<file path="config.mk">
export PLATFORM = sky130hd
export DESIGN_NAME = guard_timer
export DESIGN_NICKNAME = d
export VERILOG_FILES = /design/src/rtl/guard_timer_pkg.sv /design/src/rtl/gt_rst_sync.sv /design/src/rtl/gt_apb_regs.sv /design/src/rtl/gt_down_counter.sv /design/src/rtl/gt_status.sv /design/src/rtl/guard_timer.sv
export SDC_FILE = /design/constraint.sdc
export NUM_CORES = 1
export LEC_CHECK = 0
export BUFFER_PORTS_ARGS = -buffer_cell sky130_fd_sc_hd__buf_2
export CORE_MARGIN = 1
export CORE_UTILIZATION = 30
export CTS_CLUSTER_SIZE = 28
export DETAILED_ROUTE_END_ITERATION = 8
export PLACE_DENSITY = 0.55
export SLEW_MARGIN = 10
export SYNTH_ARGS = -nofsm -noshare
export SYNTH_HDL_FRONTEND = slang
export SYNTH_SLANG_ARGS = --single-unit
</file>
<file path="constraint.sdc">
create_clock -name clk_i -period 3.05 [get_ports clk_i]
set_input_delay 0.305 -clock clk_i [delete_from_list [all_inputs] [get_ports clk_i]]
set_output_delay 0.305 -clock clk_i [all_outputs]
set_load 0.01 [all_outputs]
</file>
<file path="src/rtl/guard_timer_pkg.sv">
package guard_timer_pkg;

  // Word indices of the register map (byte offset divided by four)
  localparam int unsigned WIDX_CTRL  = 0;
  localparam int unsigned WIDX_LOAD  = 1;
  localparam int unsigned WIDX_COUNT = 2;
  localparam int unsigned WIDX_KICK  = 3;
  localparam int unsigned WIDX_STAT  = 4;

  // Status bit positions
  localparam int unsigned STAT_TMO  = 0;
  localparam int unsigned STAT_WAKE = 1;
  localparam int unsigned STAT_W    = 2;

  // Control register: bit0 run, bit1 interrupt action, bit2 wake enable
  typedef struct packed {
    logic wake_en;
    logic irq_mode;
    logic run;
  } gt_ctrl_t;

  localparam int unsigned CTRL_W = $bits(gt_ctrl_t);

endpackage

</file>
<file path="src/rtl/gt_rst_sync.sv">
module gt_rst_sync #(
  parameter int unsigned STAGES = 2
) (
  input  logic clk_i,
  input  logic rst_ni,
  output logic rst_no
);

  logic [STAGES-1:0] sync_q;
  logic [STAGES-1:0] sync_d;

  generate
    if (STAGES == 1) begin : g_one
      always_comb sync_d = 1'b1;
    end else begin : g_many
      always_comb sync_d = {sync_q[STAGES-2:0], 1'b1};
    end
  endgenerate

  always_ff @(posedge clk_i or negedge rst_ni) begin
    if (!rst_ni) sync_q <= '0;
    else         sync_q <= sync_d;
  end

  assign rst_no = sync_q[STAGES-1];

endmodule

</file>
<file path="src/rtl/gt_apb_regs.sv">
module gt_apb_regs
  import guard_timer_pkg::*;
#(
  parameter int unsigned      AW       = 8,
  parameter int unsigned      DW       = 32,
  parameter logic [DW-1:0]    LOAD_RST = 'h400,
  parameter logic [DW-1:0]    KICK_KEY = 'h5EEDC0DE
) (
  input  logic              clk_i,
  input  logic              rst_ni,
  input  logic              psel_i,
  input  logic              penable_i,
  input  logic              pwrite_i,
  input  logic [AW-1:0]     paddr_i,
  input  logic [DW-1:0]     pwdata_i,
  output logic [DW-1:0]     prdata_o,
  input  logic [DW-1:0]     count_i,
  input  logic [STAT_W-1:0] stat_i,
  output gt_ctrl_t          ctrl_o,
  output logic [DW-1:0]     load_o,
  output logic              kick_o,
  output logic [STAT_W-1:0] stat_clr_o
);

  localparam int unsigned WI = AW - 2;
  localparam logic [WI-1:0] A_CTRL  = WI'(WIDX_CTRL);
  localparam logic [WI-1:0] A_LOAD  = WI'(WIDX_LOAD);
  localparam logic [WI-1:0] A_COUNT = WI'(WIDX_COUNT);
  localparam logic [WI-1:0] A_KICK  = WI'(WIDX_KICK);
  localparam logic [WI-1:0] A_STAT  = WI'(WIDX_STAT);

  logic [WI-1:0] word;
  logic          aligned;
  logic          wr_acc;
  logic          rd_sel;

  gt_ctrl_t      ctrl_q, ctrl_d;
  logic          ctrl_en;
  logic [DW-1:0] load_q, load_d;
  logic          load_en;

  assign word    = paddr_i[AW-1:2];
  assign aligned = (paddr_i[1:0] == 2'b00);
  assign wr_acc  = psel_i & penable_i & pwrite_i & aligned;
  assign rd_sel  = psel_i & ~pwrite_i & aligned;

  // Write decode and next-state values
  always_comb begin
    ctrl_en    = wr_acc && (word == A_CTRL);
    load_en    = wr_acc && (word == A_LOAD);
    ctrl_d     = gt_ctrl_t'(pwdata_i[CTRL_W-1:0]);
    load_d     = pwdata_i;
    kick_o     = wr_acc && (word == A_KICK) && (pwdata_i == KICK_KEY);
    stat_clr_o = (wr_acc && (word == A_STAT)) ? pwdata_i[STAT_W-1:0] : '0;
  end

  always_ff @(posedge clk_i or negedge rst_ni) begin
    if (!rst_ni) begin
      ctrl_q <= '0;
    end else if (ctrl_en) begin
      ctrl_q <= ctrl_d;
    end
  end

  always_ff @(posedge clk_i or negedge rst_ni) begin
    if (!rst_ni) begin
      load_q <= LOAD_RST;
    end else if (load_en) begin
      load_q <= load_d;
    end
  end

  // Read multiplexer; unmapped, unaligned and write-only locations give 0
  always_comb begin
    prdata_o = '0;
    if (rd_sel) begin
      case (word)
        A_CTRL:  prdata_o = {{(DW-CTRL_W){1'b0}}, ctrl_q};
        A_LOAD:  prdata_o = load_q;
        A_COUNT: prdata_o = count_i;
        A_STAT:  prdata_o = {{(DW-STAT_W){1'b0}}, stat_i};
        default: prdata_o = '0;
      endcase
    end
  end

  assign ctrl_o = ctrl_q;
  assign load_o = load_q;

endmodule

</file>
<file path="src/rtl/gt_down_counter.sv">
module gt_down_counter #(
  parameter int unsigned   DW      = 32,
  parameter logic [DW-1:0] RST_VAL = 'h400
) (
  input  logic          clk_i,
  input  logic          rst_ni,
  input  logic          reload_i,
  input  logic [DW-1:0] load_i,
  input  logic          tick_i,
  input  logic          wrap_i,
  output logic [DW-1:0] cnt_o,
  output logic          expire_o
);

  localparam logic [DW-1:0] ONE = DW'(1);

  logic [DW-1:0] cnt_q, cnt_d;

  // A service write wins over an expiry in the same cycle.
  always_comb begin
    cnt_d    = cnt_q;
    expire_o = 1'b0;
    if (reload_i) begin
      cnt_d = load_i;
    end else if (tick_i && (cnt_q != '0)) begin
      if (cnt_q == ONE) begin
        expire_o = 1'b1;
        cnt_d    = wrap_i ? load_i : '0;
      end else begin
        cnt_d = cnt_q - ONE;
      end
    end
  end

  always_ff @(posedge clk_i or negedge rst_ni) begin
    if (!rst_ni) cnt_q <= RST_VAL;
    else         cnt_q <= cnt_d;
  end

  assign cnt_o = cnt_q;

endmodule

</file>
<file path="src/rtl/gt_status.sv">
module gt_status
  import guard_timer_pkg::*;
(
  input  logic              clk_i,
  input  logic              rst_ni,
  input  logic              expire_i,
  input  logic              irq_mode_i,
  input  logic              wake_en_i,
  input  logic              sleep_i,
  input  logic [STAT_W-1:0] clr_i,
  output logic [STAT_W-1:0] stat_o,
  output logic              rst_req_o
);

  logic [STAT_W-1:0] stat_q, stat_d, stat_set;
  logic              rreq_q, rreq_d;

  // Setting wins over a same-cycle clear so an event is never lost.
  always_comb begin
    stat_set            = '0;
    stat_set[STAT_TMO]  = expire_i & irq_mode_i;
    stat_set[STAT_WAKE] = expire_i & sleep_i & wake_en_i;
    stat_d              = (stat_q & ~clr_i) | stat_set;
    rreq_d              = expire_i & ~irq_mode_i;
  end

  always_ff @(posedge clk_i or negedge rst_ni) begin
    if (!rst_ni) begin
      stat_q <= '0;
      rreq_q <= 1'b0;
    end else begin
      stat_q <= stat_d;
      rreq_q <= rreq_d;
    end
  end

  assign stat_o    = stat_q;
  assign rst_req_o = rreq_q;

endmodule

</file>
<file path="src/rtl/guard_timer.sv">
module guard_timer
  import guard_timer_pkg::*;
#(
  parameter int unsigned   AW       = 8,
  parameter int unsigned   DW       = 32,
  parameter int unsigned   SYNC_N   = 2,
  parameter logic [DW-1:0] LOAD_RST = 'h400,
  parameter logic [DW-1:0] KICK_KEY = 'h5EEDC0DE
) (
  input  logic          clk_i,
  input  logic          rst_ni,
  input  logic          psel_i,
  input  logic          penable_i,
  input  logic          pwrite_i,
  input  logic [AW-1:0] paddr_i,
  input  logic [DW-1:0] pwdata_i,
  output logic [DW-1:0] prdata_o,
  output logic          pready_o,
  output logic          pslverr_o,
  input  logic          dbg_halt_i,
  input  logic          cpu_sleep_i,
  output logic          rst_req_o,
  output logic          tmo_irq_o,
  output logic          wake_irq_o
);

  logic              rst_sync_n;
  gt_ctrl_t          ctrl;
  logic [DW-1:0]     load_val;
  logic [DW-1:0]     count;
  logic              kick;
  logic              tick;
  logic              expire;
  logic [STAT_W-1:0] stat;
  logic [STAT_W-1:0] stat_clr;

  gt_rst_sync #(.STAGES(SYNC_N)) u_rst_sync (
    .clk_i  (clk_i),
    .rst_ni (rst_ni),
    .rst_no (rst_sync_n)
  );

  gt_apb_regs #(
    .AW       (AW),
    .DW       (DW),
    .LOAD_RST (LOAD_RST),
    .KICK_KEY (KICK_KEY)
  ) u_regs (
    .clk_i      (clk_i),
    .rst_ni     (rst_sync_n),
    .psel_i     (psel_i),
    .penable_i  (penable_i),
    .pwrite_i   (pwrite_i),
    .paddr_i    (paddr_i),
    .pwdata_i   (pwdata_i),
    .prdata_o   (prdata_o),
    .count_i    (count),
    .stat_i     (stat),
    .ctrl_o     (ctrl),
    .load_o     (load_val),
    .kick_o     (kick),
    .stat_clr_o (stat_clr)
  );

  assign tick = ctrl.run & ~dbg_halt_i;

  gt_down_counter #(
    .DW      (DW),
    .RST_VAL (LOAD_RST)
  ) u_cnt (
    .clk_i    (clk_i),
    .rst_ni   (rst_sync_n),
    .reload_i (kick),
    .load_i   (load_val),
    .tick_i   (tick),
    .wrap_i   (~ctrl.irq_mode),
    .cnt_o    (count),
    .expire_o (expire)
  );

  gt_status u_stat (
    .clk_i      (clk_i),
    .rst_ni     (rst_sync_n),
    .expire_i   (expire),
    .irq_mode_i (ctrl.irq_mode),
    .wake_en_i  (ctrl.wake_en),
    .sleep_i    (cpu_sleep_i),
    .clr_i      (stat_clr),
    .stat_o     (stat),
    .rst_req_o  (rst_req_o)
  );

  assign tmo_irq_o  = stat[STAT_TMO];
  assign wake_irq_o = stat[STAT_WAKE];
  assign pready_o   = 1'b1;
  assign pslverr_o  = 1'b0;

endmodule

</file>
# Word level (Yosys, flattened, before mapping)
# Cells that the tools add are included.
totals:
  register_bits: 72
  latchBits: 0
  mem_bits_rw: 0
  romBits: 0
  in_bits: 47
  output_inout_bits: 37
  n_memories: 0
classes:
  addsub: 1
  mul: 0
  div_mod_pow: 0
  order_cmp: 0
  n_eq_ne: 6
  shifts: 0
  n_mux: 10
  bitwise: 16
  reduce_logical: 10
op_table:
  columns: ["cell", "n"]
  rows:
  - ["two-way mux 32 bit", 5]
  - ["case mux 32 bit (4 select lines)", 1]
  - ["== test 32 x 1 -> 1 bit, second input constant", 1]
  - ["== test 32 x 31 -> 1 bit, second input constant", 1]
  - ["nonzero test 32 bit", 1]
  - ["subtractor 32 x 1 -> 32 bit, second input constant", 1]
  - ["== test 6 x 2 -> 1 bit, second input constant", 2]
  - ["AND 1 bit", 10]
  - ["== test 6 x 1 -> 1 bit, second input constant", 1]
  - ["== test 6 x 3 -> 1 bit, second input constant", 1]
  - ["logical AND 1 bit", 6]
  - ["zero test 6 bit", 1]
  - ["two-way mux 1 bit", 3]
  - ["inverter 1 bit", 3]
  - ["AND 2 bit", 1]
  - ["zero test 2 bit", 1]
  - ["two-way mux 2 bit", 1]
  - ["inverter 2 bit", 1]
  - ["OR 2 bit", 1]
  - ["nonzero test 2 bit", 1]

# Longest topological paths before layout
logic_depth:
  ltp_word: 9
  depth_mapped: 9
  ltp_nobuf: 7

# By module
# From an unflattened synthesis, not the netlist that was laid out.
hier_totals:
  cells_unflattened: 509
  hier_area_um2: 4662.0
by_module_without_submodules:
  columns: ["mod", "instances", "cells_per_inst", "area_per_inst_um2", "seq_area_each_um2"]
  rows:
  - ["gt_down_counter", 1, 266, 2296.0, 802.0]
  - ["gt_apb_regs", 1, 224, 2164.6, 877.1]
  - ["gt_status", 1, 10, 107.6, 75.1]
  - ["gt_rst_sync", 1, 3, 53.8, 50.0]
  - ["guard_timer", 1, 6, 40.0, 0.0]

# Least setup slack after synthesis
# No wires, ideal clock.
synth_path:
  path_type: "input-to-reg"
  from: "in paddr_i[1]"
  to: "reg u_cnt.cnt_q[26], in the netlist u_cnt.cnt_o[26]"
  setup_ps: 130
  t_arrival_ps: 2309
  required_ps: 2920
  setup_slack_ps: 611
  stages: 8
  path_buffers: 2
  cell_sequence: "or3b_2 > or4_4 > nor4_4 > or2_1 > buf_4 > buf_4 > o21ai_0 > o2bb2ai_1"
synth_via:
  elab_chain_len: 5
  word_cells_on_any_way: 6
synth_rtl:
  columns: ["item", "line_no", "text"]
  rows:
  - ["from (decl)", "guard_timer.sv:15", "input logic [AW-1:0] paddr_i,"]
  - ["zero test 2 bit (*)", "gt_apb_regs.sv:43", "assign aligned = (paddr_i[1:0] == 2'b00);"]
  - ["AND 1 bit (*)", "gt_apb_regs.sv:44", "assign wr_acc = psel_i & penable_i & pwrite_i & aligned;"]
  - ["logical AND 1 bit (*) (2 in a row)", "gt_apb_regs.sv:53", "kick_o = wr_acc && (word == A_KICK) && (pwdata_i == KICK_KEY);"]
  - ["two-way mux 32 bit or nonzero test 2 bit (tied branches)", null, null]
  - ["to (signal assigned)", "gt_down_counter.sv:37", "else cnt_q <= cnt_d;"]
  - ["to (decl)", "gt_down_counter.sv:17", "logic [DW-1:0] cnt_q, cnt_d;"]
# Every way passes the cells marked *; elsewhere a longest branch is shown, timed or not.
# A chain may end at the register's enable or synchronous reset.

# Final worst setup path
layout_path:
  from: "reg u_cnt.cnt_q[20], in the netlist u_cnt.cnt_o[20]"
  to: "reg u_cnt.cnt_q[0], in the netlist u_cnt.cnt_o[0]"
layout_via:
  elab_chain_len: 4
  word_cells_on_any_way: 7
layout_rtl:
  columns: ["item", "line_no", "text"]
  rows:
  - ["== test 32 x 1 -> 1 bit", "gt_down_counter.sv:26", "if (cnt_q == ONE) begin"]
  - ["two-way mux 32 bit", "gt_down_counter.sv:26", null]
  - ["two-way mux 32 bit", "gt_down_counter.sv:25", "end else if (tick_i && (cnt_q != '0)) begin"]
  - ["two-way mux 32 bit", "gt_down_counter.sv:23", "if (reload_i) begin"]
# Several ways; a longest one is shown, not always the timed one. The select of a mux whose other input is x is not followed.

==> results.tsv <==
stage	metric	value	unit
outcome	outcome	finished, final reports clean	
clocking	cts.repair.resized	0	
yosys	synth_cell_type_count	56	
clocking	path_clk_slew	0.06	ns
clocking	clk_latency	0.35	ns
finish	area_growth	25.6	%
worst_setup_path	crit_slowest_cell	nor4_1	
worst_setup_path	crit_chain	nor4_1, nand4_1, buf_4, nor3_2, nor2_2, a221oi_1, a21oi_1	
min_path	hold_depth	2	
timing	fin_crit	2.61	ns
global_route	antenna_found_initial	0	
worst_setup_path	path_max_fanout	27	
route	routed_wl	13.9	mm
yosys	ys.flop_type	dfrtp_1	
worst_setup_path	crit_buf_inv	1	
timing	finalCritPeriodShare	0.855	
worst_setup_path	path_delay_family	simple AND/OR/NAND/NOR gates	
finish	final_cell_mix	buf_2, dfrtp_1, nor2_1	
timing	max_freq	384	MHz
worst_setup_path	critPathLaunchType	flop	
worst_setup_path	crit_path_end_kind	flop	
placed_design	place_congestion	0.886	
yosys	synth_seq_area_share	0.413	
min_path	hold_start	pwdata_i[20]	
finish	drive_gt1_frac	0.332	
clocking	cts_root_buf	clkbuf_16	
finish	multi_input_area	2330	um^2
finish	layout.area.seq	1810	um^2
timing	hold_ws	0.200	ns
power	comb_power_share	0.040	
yosys	syn_area	4370	um^2
yosys	synth_compound_area_frac	0.216	
power	leakage	0.00233	uW
floorplanning	dieArea	15100	um^2
min_path	hp-class	in2reg	
finish	nNetsFinal	611	
timing	rsz0062_at_grt	no	
clocking	cts.sinks	72	
floorplanning	die-height	123	um
finish	fillers	1461	
global_route	grt.met1_usage	0.265	
floorplanning	num_rows	43	
route	drc	0	
timing	slew_headroom	0.212	
yosys	synth-seq-cells	72	
finish	antenna_cells	0	
global_route	busiest_layer	met2	
global_route	grt_pass1_vias	4213	
route	vias_per_cell	5.51	
timing	finalClockSkew	0.00809	ns
min_path	holdPathEnd	u_regs.load_o[20]	
floorplanning	die_width	123	um
worst_setup_path	critPathRequiredTime	3.24	ns
global_route	global_route.usage.met2	0.311	
yosys	synth-edff-count	0	
route	num_vias	4108	
timing	fin_setup_tns	0	ns
yosys	syn_inst	470	
yosys	async_flop_share	1.00	
power	p_int	1860	uW
flow_run	drv_cap	0	
power	clkPwrFrac	0.540	
worst_setup_path	worstPathArrival	2.80	ns
global_route	overflow	0	
yosys	synth_fa_ha_area_frac	0.0109	
yosys	synth_warnings	0	
yosys	synthXorXnorAreaFrac	0	
power	ir_drop	0.269	mV
floorplanning	start_util	0.311	
clocking	cts_buffers	9	
worst_setup_path	r2r-start	u_cnt.cnt_o[20]	
worst_setup_path	cpPeakStageDelay	0.43	ns
finish	final_common_cell	buf_2	
placed_design	numPortBuffers	81	
power	p_seq_frac	0.421	
yosys	syn_avg_cell_area	9.30	um^2
timing	drv_slew	0	
floorplanning	coreArea	14000	um^2
timing	setup_viol	0	
timing	worst_pin_slew	1.18	ns
power	cellPowerDensity	427	nW/um^2
clocking	tritoncts	done	
clocking	cts_buffer_depth	2	
worst_setup_path	r2r-end	u_cnt.cnt_o[0]	
worst_setup_path	r2r_cells	7	
timing	hold_viol_final	0	
global_route	grt_use_total	0.198	
global_route	grt_max_degree	38	
yosys	synth_top_family_by_area	compound AO/OA/AOI/OAI gates	
global_route	grt_pass1_wl	22.7	mm
route	routedWlPerCell	18.6	um
worst_setup_path	criticalPathCategory	reg2reg	
power	swShare	0.209	
global_route	use_met3	0.0558	
yosys	muxShareOfSynthArea	0.0924	
route	drt_iter0_drc	294	
placed_design	hpwl	9.93	mm
worst_setup_path	r2r_slack	0.44	ns
power	p_switching	492	uW
clocking	cts_max_level	3	
route	dr.pass1.iters	5	
route	ant_nets	0	
floorplanning	num_io_pins	84	
yosys	yosys.area_share.simple	0.210	
sequential cells by signal (all words and copies together) (netlist names):
| register | cells |
|---|---|
| u_cnt.cnt_o | 32 |
| u_regs.ctrl_o | 3 |
| u_regs.load_o | 32 |
| u_rst_sync.sync_q | 2 |
| u_stat.rst_req_o | 1 |
| u_stat.stat_o | 2 |
cell families after synthesis:
logic type / after synthesis
simple gates: 167
compound gates: 134
flops: 72
buf+inv: 55
mux: 36
fa+ha+maj: 4
other cells: 2
power by group through the flow:
| stage | registers, uW | logic (uW) | clock network [uW] |
|---|---|---|---|
| floorplan | 1000 | 34.9 | 0 |
| global placement | 1010 | 91.5 | 0 |
| detailed placement | 1010 | 93.3 | 0 |
| CTS | 989 | 94.6 | 1290 |
| global route | 992 | 105 | 1330 |
| finish | 988 | 93.0 | 1270 |
cell type report:
class,count,share of cell area
Clock buffer,12,0.0467
Timing Repair Buffer,122,0.133
Clock inverter,4,0.0180
Tap cell,180,0.0410
Multi-Input combinational cell,344,0.425
Inverter,12,0.00820
Sequential cell,72,0.329
repair_timing:
action,in CTS,in global routing
setup buffers,0,0
hold buffers,1,0
setup endpoints to repair,0,0
endpoints found under the hold margin,2,0
Yosys cell counts, drive strengths merged, types with 2 or more instances:
cell / number / area, um^2
dfrtp: 70 / 1750
nor2: 56 / 213
a22oi: 40 / 300
o21ai: 36 / 180
mux2: 35 / 394
clkbuf: 25 / 95.1
nor3: 23 / 120
o2bb2ai: 21 / 184
nand2: 19 / 71.3
buf: 18 / 110
nor4: 16 / 121
inv: 12 / 45.0
a21oi: 9 / 45.0
a32oi: 9 / 78.8
or4: 7 / 60.1
a22o: 6 / 52.6
nand4: 6 / 37.5
nor4b: 6 / 52.6
or2: 6 / 37.5
or3: 5 / 31.3
nand3: 4 / 20.0
o22ai: 4 / 25.0
and2: 3 / 18.8
ha: 3 / 37.5
nand4b: 3 / 26.3
a221oi: 2 / 17.5
a222oi: 2 / 20.0
and4b: 2 / 20.0
conb: 2 / 7.51
dfstp: 2 / 52.6
nand3b: 2 / 15.0
nor2b: 2 / 12.5
o31ai: 2 / 15.0
worst max-delay path by stage:
stage | from | cells after the start | end | slack (ns)
floorplan | paddr_i[1] | 8 | u_cnt.cnt_o[26] | 0.61
global placement | pwdata_i[8] | 8 | u_cnt.cnt_o[1] | 0.21
detailed placement | pwdata_i[8] | 8 | u_cnt.cnt_o[0] | 0.15
CTS | u_cnt.cnt_o[20] | 5 | u_cnt.cnt_o[9] | 0.13
global route | u_cnt.cnt_o[20] | 7 | u_cnt.cnt_o[1] | 0.28
finish | u_cnt.cnt_o[20] | 7 | u_cnt.cnt_o[0] | 0.44
per-layer routing:
metal / wire length (um) / part of all wire
met1: 6310 / 0.46
met3: 954 / 0.069
met4: 148 / 0.011
met2: 6450 / 0.47
met5: 0 / 0
through the flow:
step	std cells	instance area (um^2)	utilization	power, uW	setup slack [ns]
2_1_floorplan	471	4380	-	1040	0.611
3_3_place_gp	729	5120	0.365	1100	0.207
3_5_place_dp	729	5120	0.365	1100	0.155
4_1_cts	746	5490	0.391	2380	0.131
5_1_grt	746	5490	0.391	2420	0.283
6_report	746	5490	0.391	2350	0.443
Note: power is estimated with default switching activity, not from simulation.
